File: src/rtl/bdr_pkg.sv
package bdr_pkg;

  localparam int SEL_W  = 8;
  localparam int PSEL_W = 2;
  localparam int CODE_W = 5;
  localparam int PRE_W  = 3;
  localparam int DIV_W  = 10;
  localparam int PH_W   = 2;

  localparam logic [CODE_W-1:0] CODE_BYPASS = '1;

  typedef struct packed {
    logic [DIV_W-1:0] base;
    logic [PH_W-1:0]  extra;
    logic             bypass;
  } div_cfg_t;

  function automatic logic [PRE_W-1:0] decode_pre(input logic [PSEL_W-1:0] s);
    logic [PRE_W-1:0] r;
    case (s)
      2'd0:    r = PRE_W'(1);
      2'd1:    r = PRE_W'(3);
      2'd2:    r = PRE_W'(4);
      default: r = PRE_W'(5);
    endcase
    return r;
  endfunction

  function automatic div_cfg_t decode_div(input logic [CODE_W-1:0] code);
    div_cfg_t c;
    c.base   = DIV_W'(2);
    c.extra  = '0;
    c.bypass = 1'b0;
    case (code)
      5'd1:  c.base = DIV_W'(4);
      5'd2:  begin c.base = DIV_W'(5);  c.extra = PH_W'(1); end
      5'd3:  c.base = DIV_W'(8);
      5'd4:  begin c.base = DIV_W'(10); c.extra = PH_W'(2); end
      5'd5:  c.base = DIV_W'(16);
      5'd6:  begin c.base = DIV_W'(19); c.extra = PH_W'(1); end
      5'd7:  c.base = DIV_W'(22);
      5'd8:  c.base = DIV_W'(32);
      5'd9:  c.base = DIV_W'(64);
      5'd10: c.base = DIV_W'(128);
      5'd11: c.base = DIV_W'(192);
      5'd12: c.base = DIV_W'(256);
      5'd13: c.base = DIV_W'(288);
      5'd14: c.base = DIV_W'(352);
      5'd15: c.base = DIV_W'(512);
      5'd16: c.base = DIV_W'(768);
      CODE_BYPASS: begin c.base = DIV_W'(1); c.bypass = 1'b1; end
      default: c.base = DIV_W'(2);
    endcase
    return c;
  endfunction

endpackage

File: src/rtl/bdr_prescaler.sv
module bdr_prescaler #(
  parameter int W = bdr_pkg::PRE_W
) (
  input  logic         clk,
  input  logic         rst_n,
  input  logic         restart,
  input  logic [W-1:0] ratio,
  output logic         tick_o,
  output logic         level_o
);

  logic [W-1:0] cnt_q;
  logic [W-1:0] cnt_d;
  logic [W-1:0] last;

  always_comb begin
    last    = ratio - W'(1);
    tick_o  = (cnt_q >= last);
    level_o = (cnt_q < (ratio >> 1));
  end

  always_comb begin
    cnt_d = cnt_q;
    if (restart) begin
      cnt_d = '0;
    end else if (tick_o) begin
      cnt_d = '0;
    end else begin
      cnt_d = cnt_q + W'(1);
    end
  end

  always_ff @(posedge clk or negedge rst_n) begin
    if (!rst_n) begin
      cnt_q <= '0;
    end else begin
      cnt_q <= cnt_d;
    end
  end

endmodule

File: src/rtl/bdr_divider.sv
module bdr_divider #(
  parameter int CW = bdr_pkg::DIV_W,
  parameter int PW = bdr_pkg::PH_W
) (
  input  logic          clk,
  input  logic          rst_n,
  input  logic          restart,
  input  logic          step,
  input  logic [CW-1:0] base,
  input  logic [PW-1:0] extra,
  output logic          done_o,
  output logic          level_o
);

  localparam logic [PW-1:0] PH_LAST = PW'(2);

  logic [CW-1:0] cnt_q;
  logic [CW-1:0] cnt_d;
  logic [PW-1:0] ph_q;
  logic [PW-1:0] ph_d;
  logic [CW-1:0] len;
  logic          at_end;

  always_comb begin
    len     = base + ((ph_q < extra) ? CW'(1) : CW'(0));
    at_end  = (cnt_q >= len - CW'(1));
    done_o  = step && at_end;
    level_o = (cnt_q < (len >> 1));
  end

  always_comb begin
    cnt_d = cnt_q;
    ph_d  = ph_q;
    if (restart) begin
      cnt_d = '0;
      ph_d  = '0;
    end else if (step) begin
      if (at_end) begin
        cnt_d = '0;
        ph_d  = (ph_q >= PH_LAST) ? '0 : ph_q + PW'(1);
      end else begin
        cnt_d = cnt_q + CW'(1);
      end
    end
  end

  always_ff @(posedge clk or negedge rst_n) begin
    if (!rst_n) begin
      cnt_q <= '0;
      ph_q  <= '0;
    end else begin
      cnt_q <= cnt_d;
      ph_q  <= ph_d;
    end
  end

endmodule

File: src/rtl/bdr_gen.sv
module bdr_gen
  import bdr_pkg::*;
(
  input  logic             clk,
  input  logic             rst_n,
  input  logic             sel_we,
  input  logic [SEL_W-1:0] sel_wdata,
  output logic             tick16,
  output logic             clk_out
);

  localparam int CFG_W = SEL_W - 1;

  logic [1:0]       rs_q;
  logic             rst_q_n;
  logic             wr_en;
  logic             steer_q;
  logic [CFG_W-1:0] cfg_q;
  logic [SEL_W-1:0] sel_q;
  logic [PRE_W-1:0] pre_ratio;
  div_cfg_t         dcfg;
  logic             pre_tick;
  logic             pre_level;
  logic             div_done;
  logic             div_level;
  logic             lvl_d;
  logic             lvl_q;
  logic             unity;

  // reset: asserted at once, released after two edges
  always_ff @(posedge clk or negedge rst_n) begin
    if (!rst_n) begin
      rs_q <= '0;
    end else begin
      rs_q <= {rs_q[0], 1'b1};
    end
  end
  assign rst_q_n = rs_q[1];

  assign wr_en = sel_we & rst_q_n;

  // steering bit is the only select bit that reset touches
  always_ff @(posedge clk or negedge rst_q_n) begin
    if (!rst_q_n) begin
      steer_q <= 1'b0;
    end else if (wr_en) begin
      steer_q <= sel_wdata[SEL_W-1];
    end
  end

  always_ff @(posedge clk) begin
    if (wr_en) begin
      cfg_q <= sel_wdata[CFG_W-1:0];
    end
  end

  assign sel_q = {steer_q, cfg_q};

  always_comb begin
    pre_ratio = decode_pre(cfg_q[CODE_W +: PSEL_W]);
    dcfg      = decode_div(cfg_q[CODE_W-1:0]);
    unity     = dcfg.bypass && (pre_ratio == PRE_W'(1));
  end

  bdr_prescaler #(.W(PRE_W)) u_pre (
    .clk     (clk),
    .rst_n   (rst_q_n),
    .restart (wr_en),
    .ratio   (pre_ratio),
    .tick_o  (pre_tick),
    .level_o (pre_level)
  );

  bdr_divider #(.CW(DIV_W), .PW(PH_W)) u_div (
    .clk     (clk),
    .rst_n   (rst_q_n),
    .restart (wr_en),
    .step    (pre_tick),
    .base    (dcfg.base),
    .extra   (dcfg.extra),
    .done_o  (div_done),
    .level_o (div_level)
  );

  assign tick16 = div_done & rst_q_n;

  always_comb begin
    lvl_d = dcfg.bypass ? pre_level : div_level;
  end

  always_ff @(posedge clk or negedge rst_q_n) begin
    if (!rst_q_n) begin
      lvl_q <= 1'b0;
    end else begin
      lvl_q <= lvl_d;
    end
  end

  assign clk_out = (steer_q && !unity) ? lvl_q : clk;

endmodule

File: config.mk
export PLATFORM = sky130hd
export DESIGN_NAME = bdr_gen
export DESIGN_NICKNAME = d
export VERILOG_FILES = /design/src/rtl/bdr_pkg.sv /design/src/rtl/bdr_prescaler.sv /design/src/rtl/bdr_divider.sv /design/src/rtl/bdr_gen.sv
export SDC_FILE = /design/constraint.sdc
export NUM_CORES = 1
export LEC_CHECK = 0
export BUFFER_PORTS_ARGS = -buffer_cell sky130_fd_sc_hd__buf_2
export CORE_MARGIN = 2
export CORE_UTILIZATION = 50
export CTS_BUF_LIST = sky130_fd_sc_hd__clkbuf_2
export CTS_CLUSTER_SIZE = 28
export DETAILED_ROUTE_END_ITERATION = 7
export PLACE_DENSITY = 0.67
export SLEW_MARGIN = 20
export SYNTH_ARGS = -nofsm -noshare
export SYNTH_HDL_FRONTEND = slang
export SYNTH_SLANG_ARGS = --single-unit
File: constraint.sdc
create_clock -name clk -period 6.6 [get_ports clk]
set_input_delay 0.66 -clock clk [delete_from_list [all_inputs] [get_ports clk]]
set_output_delay 0.66 -clock clk [all_outputs]
set_load 0.1 [all_outputs]
==> Flow_metrics.wiki, run 1 <==
{| class="wikitable"
! Metric !! Value
|-
| Xor/xnor cell area share of the yosys netlist || under 10%
|-
| Setup Slack @ Placement || around 1.4 ns
|-
| Rows || 24
|-
| Number of DRC violations after detailed-routing iteration 0 || just under 90
|-
| Routability congestion estimate || approximately 0.84
|-
| Dominant synthesized flop cell || sky130_fd_sc_hd__dfrtp_1
|-
| Hold violation count in the final report || 0
|-
| Asr flop ratio synth || between 70% and 80%
|-
| Via count of the first global-routing pass || roughly 1800
|-
| Kind of launch point of the worst setup path || flip-flop
|-
| Initial antenna violation count || 0
|-
| Synthesized netlist net count || 299
|-
| Maximum resistive drop on vdd || between 0.15 and 0.2 mV
|-
| Die width || around 70 um
|-
| Final core utilization || 54.6%
|-
| Post-synthesis cell area || 0.00231 mm2
|-
| Shortest clock period the worst path allows after layout || approximately 5.8 ns
|-
| Worst r2r path cells || 18
|-
| First-pass GRT wire length || 8600 um
|-
| Max-slew violation count || 0
|-
| Worst min-delay path class || flip-flop to asynchronous set/reset pin
|-
| Routed wire length per instance || ~16 um
|-
| CP Class || flip-flop to output port
|-
| Fraction of layout instances using a drive strength above 1 || between 10% and 20%
|-
| Global-route total usage across every layer || a little over a fifth
|-
| Clock latency on the worst-skew pair || between 0.4 and 0.5 ns
|-
| Nets@finish || between 300 and 400
|-
| Count of flip-flops with a built-in enable after synthesis || 7
|-
| Warnings from Yosys || 0
|-
| Worst setup path start || cfg_q[1]$_DFFE_PP_
|-
| Achievable Freq || between 150 and 200 MHz
|-
| DPL Wire Length || between 3000 and 4000 um
|-
| Sum Neg Setup Slack || 0 ns
|-
| Run status || finished clean
|-
| Combinational family with the most area after synthesis || simple AND/OR/NAND/NOR gates
|-
| Number of nets still failing antenna checks after routing || 0
|-
| Aggregate routed wire length || 5150 um
|-
| Max Clock Skew || 0.00974 ns
|-
| Number of library cell types mapped by synthesis || 57
|-
| Required time of the critical path || between 5 and 6 ns
|-
| Count of vias placed by the detailed router || 1895
|-
| Height of the die || around 72 um
|-
| Core footprint || approximately 0.0044 mm2
|-
| Static Leak || about 1.1 nW
|-
| Crit-path max FO || 17
|-
| Share of synthesized area spent on multiplexers || between 3 and 4%
|-
| Smallest setup slack after layout || roughly 0.81 ns
|-
| Last element of the critical path || tick16
|-
| Worst setup slack for register-to-register paths || around 1.9 ns
|-
| DRC violations left || 0
|-
| Total of buffers placed on input and output ports || 12
|-
| Syn_area_per_cell || ~9 um2
|-
| CTS tree || built
|-
| Largest net degree at the start of global routing || 21
|-
| Final antenna diode count || 0
|-
| End of the worst register-to-register path || u_div.ph_q[1]$_DFFE_PN0P_
|-
| Count of mapped cells out of synthesis || roughly 260
|-
| Final worst-path cycle share || ~88%
|-
| Total power per unit cell area || 257 mW/mm2
|-
| Number of storage elements in the synthesis netlist || 26
|-
| Part of the Yosys area used for sequential elements || roughly 30%
|-
| I/O pin cnt || 13
|-
| Total global routing overflow || 0
|-
| Transition time at the pin with the least slew margin || 0.789 ns
|-
| Worst r2r src || cfg_q[1]$_DFFE_PP_
|-
| Tightest slew margin relative to the limit || between 40 and 50%
|-
| Number of failing setup endpoints in the final timing report || 0
|-
| Post-CTS setup buffers || 0
|-
| Setup repair after global routing missed its margin || no
|-
| Number of vias per cell after detailed routing || around 5.9
|-
| Compound-cell area share of the yosys netlist || between 10% and 20%
|-
| Count of TritonRoute iterations in the first routing pass || 4
|-
| Area fraction in and, or, nand and nor cells after synthesis || roughly a quarter
|-
| Area added between synthesis and finish || 4.44%
|-
| Clock transition at the register clock pins on the worst setup and hold paths after CTS || between 0.2 and 0.25 ns
|-
| Floorplan die area || roughly 0.0052 mm2
|-
| Critical path endpoint category || output port
|-
| Post-Synth Adder-Cell Area || between 10% and 20%
|-
| Initial cell density of the core || 52.3%
|-
| Data arrival time of the worst path || 5.13 ns
|-
| Count of maximum capacitance violations || 0
|}
-- metrics by stage --
stage / power (mW) / hold WS, ns / area, um2 / cells
2_1_floorplan: 0.480 / 0.228 / 2310 / 258
3_3_place_gp: 0.534 / 0.335 / 2370 / 311
3_5_place_dp: 0.544 / 0.335 / 2370 / 311
4_1_cts: 0.626 / 0.340 / 2410 / 319
5_1_grt: 0.675 / 0.324 / 2410 / 319
6_report: 0.620 / 0.325 / 2410 / 319
-- cells in the mapped netlist, types with 2 or more instances --
cell type	n	area share [%]
sky130_fd_sc_hd__ha_1	30	16
sky130_fd_sc_hd__nand2_1	21	3.4
sky130_fd_sc_hd__nor2_1	20	3.3
sky130_fd_sc_hd__dfrtp_1	19	21
sky130_fd_sc_hd__inv_1	15	2.4
sky130_fd_sc_hd__o21ai_0	14	3.0
sky130_fd_sc_hd__nand3_1	11	2.4
sky130_fd_sc_hd__nor3_1	10	2.2
sky130_fd_sc_hd__and3_1	9	2.4
sky130_fd_sc_hd__a21oi_1	7	1.5
sky130_fd_sc_hd__edfxtp_1	7	9.1
sky130_fd_sc_hd__nand2b_1	7	1.9
sky130_fd_sc_hd__a211oi_1	6	2.0
sky130_fd_sc_hd__buf_4	6	2.0
sky130_fd_sc_hd__buf_2	5	1.1
sky130_fd_sc_hd__nor4_1	5	1.4
sky130_fd_sc_hd__o211ai_1	5	1.6
sky130_fd_sc_hd__a31oi_1	4	1.1
sky130_fd_sc_hd__mux2i_1	4	1.7
sky130_fd_sc_hd__o21a_1	4	1.3
sky130_fd_sc_hd__xnor2_1	3	1.1
sky130_fd_sc_hd__a211o_1	2	0.76
sky130_fd_sc_hd__mux2_2	2	0.98
sky130_fd_sc_hd__nand4_1	2	0.54
sky130_fd_sc_hd__nor2b_1	2	0.54
sky130_fd_sc_hd__nor3b_1	2	0.65
sky130_fd_sc_hd__o22ai_1	2	0.54
sky130_fd_sc_hd__o31ai_1	2	0.65
sky130_fd_sc_hd__or2_1	2	0.54
sky130_fd_sc_hd__or3b_1	2	0.76
sky130_fd_sc_hd__xor2_1	2	0.76
-- what timing repair did --
action | 4_1_cts | 5_1_grt
hold buffers | 1 | 0
hold endpoints to repair | 2 | 0
resized for setup | 0 | 0
-- registers in the layout (all words and copies together), names as in the netlist --
register / cells
cfg_q: 7
lvl_q: 1
rs_q: 2
steer_q: 1
u_div.cnt_q: 10
u_div.ph_q: 2
u_pre.cnt_q: 3
-- critical path: stages, from the launching register on --
cell and delay [ns]:
sky130_fd_sc_hd__edfxtp_1 0.66, sky130_fd_sc_hd__nor2_1 0.40, sky130_fd_sc_hd__nand3_1 0.13, sky130_fd_sc_hd__ha_1 0.32
sky130_fd_sc_hd__o21a_1 0.11, sky130_fd_sc_hd__nor2_1 0.10, sky130_fd_sc_hd__ha_1 0.18, sky130_fd_sc_hd__ha_1 0.27
sky130_fd_sc_hd__nor4bb_1 0.31, sky130_fd_sc_hd__o21a_1 0.20, sky130_fd_sc_hd__o21ai_1 0.16, sky130_fd_sc_hd__a31oi_1 0.19
sky130_fd_sc_hd__a211oi_1 0.09, sky130_fd_sc_hd__ha_1 0.32, sky130_fd_sc_hd__and4_1 0.18, sky130_fd_sc_hd__o21ai_0 0.10
sky130_fd_sc_hd__o21bai_1 0.32, sky130_fd_sc_hd__and3_1 0.21, sky130_fd_sc_hd__buf_2 0.42
-- routing by layer --
layer / up-vias / track usage [%] / wire, um
met5: - / 0 / 0
met4: 0 / 9.85 / 65
met3: 6 / 3.06 / 145
met2: 29 / 32.9 / 2410
met1: 889 / 30.0 / 2540
li1: 971 / - / -
-- cell families after synthesis --
kind of cell / after synthesis
other: 1
AOI/OAI and AO/OA: 60
muxes: 7
xor gates and xnor gates: 5
and+or+nand+nor: 102
adders and majority gates: 30
buffers and inverters: 27
DFF: 26
-- worst min-delay path by stage --
stage / to / slack, ns / start
after floorplan: lvl_q$_DFF_PN0_ / 0.23 / rs_q[1]$_DFF_PN0_
after global placement: rs_q[1]$_DFF_PN0_ / 0.33 / rs_q[0]$_DFF_PN0_
after detailed placement: rs_q[1]$_DFF_PN0_ / 0.33 / rs_q[0]$_DFF_PN0_
after CTS: cfg_q[0]$_DFFE_PP_ / 0.34 / sel_wdata[0]
after global routing: cfg_q[6]$_DFFE_PP_ / 0.32 / sel_wdata[6]
final: u_pre.cnt_q[0]$_DFF_PN0_ / 0.32 / rs_q[1]$_DFF_PN0_
-- where the power goes --
part	switching (mW)	leakage, nW	internal [mW]
Sequential	0.0313	0.316	0.191
Clock	0.0951	0.0342	0.0330
Combinational	0.159	0.727	0.111
Total	0.285	1.08	0.335
-- placed cells by master (no fill, tap or decap), types with 3 or more instances in the layout --
| cell | count |
|---|---|
| sky130_fd_sc_hd__a211oi_1 | 6 |
| sky130_fd_sc_hd__a21oi_1 | 7 |
| sky130_fd_sc_hd__a31oi_1 | 4 |
| sky130_fd_sc_hd__and3_1 | 9 |
| sky130_fd_sc_hd__buf_2 | 12 |
| sky130_fd_sc_hd__clkbuf_2 | 6 |
| sky130_fd_sc_hd__dfrtp_1 | 19 |
| sky130_fd_sc_hd__edfxtp_1 | 7 |
| sky130_fd_sc_hd__ha_1 | 30 |
| sky130_fd_sc_hd__inv_1 | 15 |
| sky130_fd_sc_hd__mux2i_1 | 4 |
| sky130_fd_sc_hd__nand2_1 | 21 |
| sky130_fd_sc_hd__nand2b_1 | 7 |
| sky130_fd_sc_hd__nand3_1 | 11 |
| sky130_fd_sc_hd__nor2_1 | 20 |
| sky130_fd_sc_hd__nor3_1 | 10 |
| sky130_fd_sc_hd__nor4_1 | 5 |
| sky130_fd_sc_hd__o211ai_1 | 5 |
| sky130_fd_sc_hd__o21a_1 | 4 |
| sky130_fd_sc_hd__o21ai_0 | 14 |
| sky130_fd_sc_hd__xnor2_1 | 3 |
-- cell type report --
type                    count  area (um2)
fillers                   413        2000
flip-flops and latches     26         686
inverters                  15        56.3
multi-input cells         205        1490
repair buffers             13        72.6
clock inverters             1        3.75
clock buffers               7        35.0
well taps                  52        65.1
(Power assumes the default switching activity.)
==> run 2: changes to the inputs <==
--- a/config.mk
+++ b/config.mk
@@ -5,7 +5,9 @@
 export SDC_FILE = /design/constraint.sdc
 export NUM_CORES = 1
 export LEC_CHECK = 0
+export ABC_AREA = 1
 export BUFFER_PORTS_ARGS = -buffer_cell sky130_fd_sc_hd__buf_2
+export CAP_MARGIN = 20
 export CORE_MARGIN = 2
 export CORE_UTILIZATION = 50
 export CTS_BUF_LIST = sky130_fd_sc_hd__clkbuf_2
==> Flow_metrics.wiki, run 2 <==
{| class="wikitable"
! Metric !! Value
|-
| Most frequent cells after synthesis || sky130_fd_sc_hd__nand2_1, sky130_fd_sc_hd__inv_1, sky130_fd_sc_hd__ha_1, sky130_fd_sc_hd__nand3_1, sky130_fd_sc_hd__nor2_1
|-
| CTS tree || built
|-
| Achievable Freq || a little under 200 MHz
|-
| Clock latency on the worst-skew pair || about 0.43 ns
|-
| Transition time at the pin with the least slew margin || ~0.75 ns
|-
| Max Clock Skew || ~0.00085 ns
|-
| Floorplan die area || about 0.0055 mm2
|-
| Top-area cell type share of the netlist area || around a fifth
|-
| Count of vias placed by the detailed router || 2004
|-
| Top cell type by total area after synthesis || sky130_fd_sc_hd__dfrtp_1
|-
| Dominant delay contributor by cell family on the critical path || simple AND/OR/NAND/NOR gates
|-
| Final worst-path cycle share || just under 80%
|-
| Count of TritonRoute iterations in the first routing pass || 4
|-
| CP Class || flip-flop to output port
|-
| Syn_area_per_cell || slightly below 8 um2
|-
| Critical path endpoint category || output port
|-
| Area added between synthesis and finish || 8.56%
|-
| Die width || ~74 um
|-
| Resized Gates After CTS || 0
|-
| Global-route total usage across every layer || between 20% and 30%
|-
| Number of failing setup endpoints in the final timing report || 0
|-
| Required time of the critical path || 5.94 ns
|-
| Number of vias per cell after detailed routing || just under 5
|-
| Final antenna diode count || 0
|-
| Post-CTS Hold Buffers || 1
|-
| Number of storage elements in the synthesis netlist || 26
|-
| Number of library cell types mapped by synthesis || 37
|-
| Worst min-delay path class || flip-flop to asynchronous set/reset pin
|-
| Height of the die || 73.9 um
|-
| Data arrival time of the worst path || approximately 4.5 ns
|-
| Static Leak || 1.45 nW
|-
| Largest net degree at the start of global routing || 20
|-
| Tightest slew margin relative to the limit || 50.2%
|-
| Rows || 25
|-
| Largest registers || u_div.cnt_q x10, cfg_q x7, u_pre.cnt_q x3
|-
| DRC violations left || 0
|-
| Number of DRC violations after detailed-routing iteration 0 || 68
|-
| Count of mapped cells out of synthesis || 317
|-
| Most flops, register || u_div.cnt_q
|-
| Most used standard cell by instance count after synthesis || sky130_fd_sc_hd__nand2_1
|-
| Kind of launch point of the worst setup path || flip-flop
|-
| Core footprint || between 0.004 and 0.005 mm2
|-
| Clock transition at the register clock pins on the worst setup and hold paths after CTS || ~0.24 ns
|-
| Most frequent cells in the layout || sky130_fd_sc_hd__nand2_1, sky130_fd_sc_hd__inv_1, sky130_fd_sc_hd__ha_1
|-
| Dominant synthesized flop cell || sky130_fd_sc_hd__dfrtp_1
|-
| Routability congestion estimate || 0.891
|-
| Number of flip-flops under the largest register name || 10
|-
| Total of buffers placed on input and output ports || 12
|-
| Largest incremental delay on the critical path || a little under 0.6 ns
|-
| Largest cells by area after synthesis || sky130_fd_sc_hd__dfrtp_1, sky130_fd_sc_hd__ha_1, sky130_fd_sc_hd__nand2_1
|-
| Initial antenna violation count || 0
|-
| Max-slew violation count || 0
|-
| Crit-path max FO || 7
|-
| Post-synthesis cell area || 0.00244 mm2
|-
| Total power per unit cell area || 258 mW/mm2
|-
| Maximum resistive drop on vdd || slightly above 0.2 mV
|-
| Fraction of layout instances using a drive strength above 1 || 18.2%
|-
| Total global routing overflow || 0
|-
| Most prevalent standard cell on the critical path || sky130_fd_sc_hd__ha_1
|-
| Warnings from Yosys || 0
|-
| Aggregate routed wire length || 4910 um
|-
| First-pass GRT wire length || between 8000 and 9000 um
|-
| Post-CTS setup buffers || 0
|-
| Nets@finish || between 300 and 400
|-
| Run status || finished clean
|-
| Part of the Yosys area used for sequential elements || between 20 and 30%
|-
| Asr flop ratio synth || about three quarters
|-
| Synthesized netlist net count || approximately 360
|-
| Setup repair after global routing missed its margin || no
|-
| Crit path buf inv count || 5
|-
| Count of flip-flops with a built-in enable after synthesis || 7
|-
| Final worst hold slack || 0.323 ns
|-
| Sum Neg Setup Slack || 0 ns
|-
| DPL Wire Length || around 4000 um
|-
| I/O pin cnt || 13
|-
| Critical path's slowest cell || sky130_fd_sc_hd__edfxtp_1
|-
| Initial cell density of the core || 51.7%
|-
| Via count of the first global-routing pass || approximately 1800
|-
| Shortest clock period the worst path allows after layout || 5.16 ns
|-
| Crit-path cells || nor2_4 > nand3_2 > ha_1 > a21oi_1 > ha_1 > ha_1 > inv_1 > ha_1 > inv_1 > nor3_2 > nand4_1 > nand2_1 > inv_1 > ha_1 > nand2_1 > nor2_1 > o211ai_1 > nand4_1 > nand3_1 > inv_1 > buf_2
|-
| Number of nets still failing antenna checks after routing || 0
|-
| Routed wire length per instance || around 12 um
|-
| Hold violation count in the final report || 0
|-
| Most common cell after layout, fill and taps aside || sky130_fd_sc_hd__nand2_1
|-
| Count of maximum capacitance violations || 0
|}
[run 2: cell count changes after synthesis, moves of 6 or more]
cell,change
sky130_fd_sc_hd__a211oi_1,-6
sky130_fd_sc_hd__and3_1,-8
sky130_fd_sc_hd__buf_4,-6
sky130_fd_sc_hd__inv_1,+34
sky130_fd_sc_hd__nand2_1,+46
sky130_fd_sc_hd__nand2_2,+8
sky130_fd_sc_hd__nand2_4,+9
sky130_fd_sc_hd__nand2b_1,-7
sky130_fd_sc_hd__nand3_1,+18
sky130_fd_sc_hd__nand4_1,+8
sky130_fd_sc_hd__nor2_1,+8
sky130_fd_sc_hd__nor3_1,-7
sky130_fd_sc_hd__o21ai_0,-9
[run 2: power breakdown]
group          switching (mW)  internal (mW)
sequential             0.0313          0.192
combinational           0.188          0.110
clock                  0.0932         0.0701
[run 2: final cells by class]
class                      instances  area, um2
fill                             455       2070
multi-input combinational        233       1530
sequential                        26        686
inverter                          57        221
tap                               67       83.8
timing repair buffer              12       65.1
clock buffer                       7       35.0
clock inverter                     1       30.0
[run 2: path summary, 6_finish.rpt]
path / startpoint / end / slack [ns] / cells after the start
max: cfg_q[1]$_DFFE_PP_ / tick16 / 1.44 / 21
min: rs_q[1]$_DFF_PN0_ / u_div.ph_q[0]$_DFFE_PN0P_ / 0.32 / 0
max reg2reg: cfg_q[1]$_DFFE_PP_ / u_div.cnt_q[2]$_DFFE_PN0P_ / 2.59 / 23
min reg2reg: rs_q[1]$_DFF_PN0_ / u_div.ph_q[0]$_DFFE_PN0P_ / 0.32 / 0
max in group asynchronous: rs_q[1]$_DFF_PN0_ / u_div.cnt_q[7]$_DFFE_PN0P_ / 5.82 / 0
min in group clk: sel_wdata[1] / cfg_q[1]$_DFFE_PP_ / 0.37 / 1
[run 2: kinds of logic (layout without fill, tap and decap cells)]
group	after synthesis	in the layout	share of synthesized area, %
compound gates	22	22	5.74
xor+xnor	9	9	3.54
fa+ha+maj	30	30	15.4
buf+inv	58	77	9.28
flops	26	26	28.1
other cells	1	1	0.154
simple gates	171	171	37.8
[run 2: layer usage]
layer	GRT usage (%)	routed length [um]	vias to the layer above
met2	31.9	2300	32
met3	3.16	126	6
met1	27.1	2400	907
met5	0	0	-
li1	-	-	1059
met4	8.08	78	0
[run 2: stage by stage]
step	worst slack, ns	util [%]	std cells	area (um2)	power [mW]
2_1_floorplan	2.17	-	317	2440	0.500
3_3_place_gp	2.11	54.6	395	2580	0.566
3_5_place_dp	1.98	54.6	395	2580	0.569
4_1_cts	1.44	56.1	403	2650	0.690
5_1_grt	1.04	56.1	403	2650	0.750
6_report	1.44	56.1	403	2650	0.684
==> run 3: changes to the inputs <==
--- a/config.mk
+++ b/config.mk
@@ -13,7 +13,7 @@
 export CTS_BUF_LIST = sky130_fd_sc_hd__clkbuf_2
 export CTS_CLUSTER_SIZE = 28
 export DETAILED_ROUTE_END_ITERATION = 7
-export PLACE_DENSITY = 0.67
+export PLACE_DENSITY = 0.7
 export SLEW_MARGIN = 20
 export SYNTH_ARGS = -nofsm -noshare
 export SYNTH_HDL_FRONTEND = slang
==> constraint.sdc (replaced) <==
create_clock -name clk -period 4.2 [get_ports clk]
set_input_delay 0.42 -clock clk [delete_from_list [all_inputs] [get_ports clk]]
set_output_delay 0.42 -clock clk [all_outputs]
set_load 0.1 [all_outputs]
==> Flow_metrics.wiki, run 3 (synthesis gave the netlist of run 2 again) <==
{| class="wikitable"
! Metric !! Value
|-
| Run status || finished with violations
|-
| Violated checks || setup timing
|-
| Worst Hold End || cfg_q[0]$_DFFE_PP_
|-
| Largest registers || u_div.cnt_q x10, cfg_q x7, u_pre.cnt_q x3
|-
| Achievable Freq || 226 MHz
|-
| Detail Route met3 WL || approximately 230 um
|-
| Number of vias per cell after detailed routing || 5.14
|-
| I/O pin cnt || 13
|-
| Data arrival time of the worst path || approximately 4.0 ns
|-
| Height of the die || 73.9 um
|-
| Clock latency on the worst-skew pair || about 0.44 ns
|-
| Sum of met2 wire segment lengths after detailed routing || around 2900 um
|-
| Routability congestion estimate || just under 0.9
|-
| DPL Wire Length || ~4200 um
|-
| CP Class || flip-flop to output port
|-
| Switching power total || 0.556 mW
|-
| Clock transition at the register clock pins on the worst setup and hold paths after CTS || approximately 0.24 ns
|-
| Worst setup slack for register-to-register paths || roughly 0.24 ns
|-
| DRC violations left || 0
|-
| Aggregate routed wire length || slightly below 6000 um
|-
| Number of failing setup endpoints in the final timing report || 1
|-
| Static Leak || about 1.6 nW
|-
| Max Clock Skew || 0.00511 ns
|-
| Switching part of the total power || a little under half
|-
| Initial antenna violation count || 0
|-
| Kind of launch point of the worst setup path || flip-flop
|-
| CTS tree || built
|-
| Power share of the clock group || between 20% and 30%
|-
| Largest net degree at the start of global routing || 19
|-
| Critical path endpoint category || output port
|-
| Launch instance of the worst min-delay path || sel_wdata[0]
|-
| Core footprint || between 0.004 and 0.005 mm2
|-
| End of the worst register-to-register path || u_div.cnt_q[1]$_DFFE_PN0P_
|-
| Worst min-delay path class || primary input to flip-flop
|-
| Worst setup path start || cfg_q[4]$_DFFE_PP_
|-
| Final Instance Area || roughly 0.0031 mm2
|-
| Power share of the sequential group || between 20% and 30%
|-
| Tightest slew margin relative to the limit || 62.1%
|-
| Most common cell after layout, fill and taps aside || sky130_fd_sc_hd__nand2_1
|-
| Smallest setup slack after layout || -0.223 ns
|-
| Most flops, register || u_div.cnt_q
|-
| First-pass GRT wire length || 10100 um
|-
| Total of buffers placed on input and output ports || 12
|-
| Fraction of layout instances using a drive strength above 1 || about a third
|-
| Instance area at placement || 0.00263 mm2
|-
| Transition time at the pin with the least slew margin || 0.567 ns
|-
| Most frequent cells in the layout || sky130_fd_sc_hd__nand2_1, sky130_fd_sc_hd__inv_1, sky130_fd_sc_hd__buf_4
|-
| Shortest clock period the worst path allows after layout || roughly 4.4 ns
|-
| Routed wire length per instance || roughly 14 um
|-
| Inst Count DP || ~400
|-
| Crit-path max FO || 4
|-
| Initial cell density of the core || around half
|-
| Logic gate share of total power || approximately 50%
|-
| Final worst-path cycle share || 105%
|-
| Final std cells w/o fill || between 400 and 500
|-
| Nets@finish || a little over 400
|-
| Worst r2r path cells || 28
|-
| Cell count of the worst hold path || 1
|-
| Global-route total usage across every layer || about a quarter
|-
| Hold violation count in the final report || 0
|-
| Total power per unit cell area || around 400 mW/mm2
|-
| Total global routing overflow || 0
|-
| Number of DRC violations after detailed-routing iteration 0 || around 130
|-
| Rows || 25
|-
| Maximum resistive drop on vdd || between 0.3 and 0.4 mV
|-
| Max-slew violation count || 0
|-
| Final antenna diode count || 0
|-
| Routed met1 length || around 2600 um
|-
| Setup repair after global routing missed its margin || yes
|-
| Die width || around 74 um
|-
| Cell-internal power || 0.674 mW
|-
| Floorplan die area || roughly 0.0055 mm2
|-
| Count of vias placed by the detailed router || 2235
|-
| Count of TritonRoute iterations in the first routing pass || 4
|-
| Number of flip-flops under the largest register name || 10
|-
| Number of nets still failing antenna checks after routing || 0
|-
| Via count of the first global-routing pass || 2256
|-
| Uppermost layer routed || met4
|-
| Worst r2r src || cfg_q[4]$_DFFE_PP_
|-
| Count of maximum capacitance violations || 0
|-
| Area added between synthesis and finish || 27.2%
|-
| Required time of the critical path || roughly 3.8 ns
|}
## run 3: changes by cell type in the layout (fill, tap and decap cells not counted), sizes merged
cell,previous run,this run
inv,54,55
buf,12,44
clkinv,3,2
## run 3: power by group through the flow
stage	Combinational, mW	Sequential (mW)	Clock, mW
4_1_cts	0.586	0.349	0.261
6_report	0.624	0.350	0.257
3_3_place_gp	0.472	0.351	0.0710
2_1_floorplan	0.379	0.342	0.0646
3_5_place_dp	0.479	0.352	0.0710
5_1_grt	0.702	0.357	0.274
## run 3: worst max path at each step
| stage | end | depth (start not counted) |
|---|---|---|
| global placement | tick16 | 21 |
| finish | tick16 | 25 |
| floorplan | tick16 | 22 |
| CTS | tick16 | 23 |
| detailed placement | tick16 | 23 |
| global route | tick16 | 25 |
## run 3: metal layers
| metal | track usage (%) | vias to the layer above |
|---|---|---|
| li1 | - | 1128 |
| met1 | 31.0 | 1030 |
| met2 | 39.5 | 54 |
| met3 | 4.39 | 23 |
| met4 | 14.3 | 0 |
| met5 | 0 | - |
## run 3: timing repair
| item | 4_1_cts | 5_1_grt |
|---|---|---|
| pin swaps | 17 | 16 |
| endpoints found under the hold margin | 2 | 0 |
| cloned | 0 | 0 |
| buffers inserted | 25 | 6 |
| setup endpoints to repair | 1 | 4 |
| resized for setup | 32 | 19 |
| hold buffers | 1 | 0 |
## run 3: area by class of cell
class                           count  area [um2]
Multi-Input combinational cell    233        1700
Fill cell                         375        1620
Sequential cell                    26         686
Timing Repair Buffer               44         339
Inverter                           57         233
Tap cell                           67        83.8
Clock buffer                        7        35.0
Clock inverter                      1        30.0
## run 3: stage by stage
step                      power [mW]  hold slack [ns]  setup WS (ns)  utilization, %  setup TNS (ns)
after CTS                       1.19            0.121        -0.0454            63.7         -0.0454
after global placement         0.894            0.208          0.210            55.6               0
final                           1.23            0.129         -0.223            65.7          -0.223
after detailed placement       0.902            0.210         0.0803            55.6               0
after global routing            1.33           0.0940         -0.468            65.7          -0.468
after floorplan                0.786            0.124        0.00527               -               0
## run 3: worst max-delay path, cell delays in order, from the launching register on
cell                       delay (ns)
sky130_fd_sc_hd__edfxtp_1        0.50
sky130_fd_sc_hd__buf_6           0.15
sky130_fd_sc_hd__inv_6           0.04
sky130_fd_sc_hd__buf_6           0.11
sky130_fd_sc_hd__buf_6           0.10
sky130_fd_sc_hd__o211ai_1        0.09
sky130_fd_sc_hd__nand3_1         0.15
sky130_fd_sc_hd__o221ai_2        0.27
sky130_fd_sc_hd__ha_4            0.27
sky130_fd_sc_hd__inv_4           0.07
sky130_fd_sc_hd__ha_4            0.15
sky130_fd_sc_hd__inv_4           0.04
sky130_fd_sc_hd__nor3_4          0.23
sky130_fd_sc_hd__nand2_1         0.10
sky130_fd_sc_hd__xor2_1          0.16
sky130_fd_sc_hd__inv_1           0.09
sky130_fd_sc_hd__ha_4            0.26
sky130_fd_sc_hd__nand2_2         0.05
sky130_fd_sc_hd__inv_1           0.05
sky130_fd_sc_hd__nand2_1         0.05
sky130_fd_sc_hd__nand2_2         0.08
sky130_fd_sc_hd__nand2_2         0.05
sky130_fd_sc_hd__nand4_1         0.14
sky130_fd_sc_hd__nand3_1         0.10
sky130_fd_sc_hd__inv_2           0.09
sky130_fd_sc_hd__buf_12          0.17
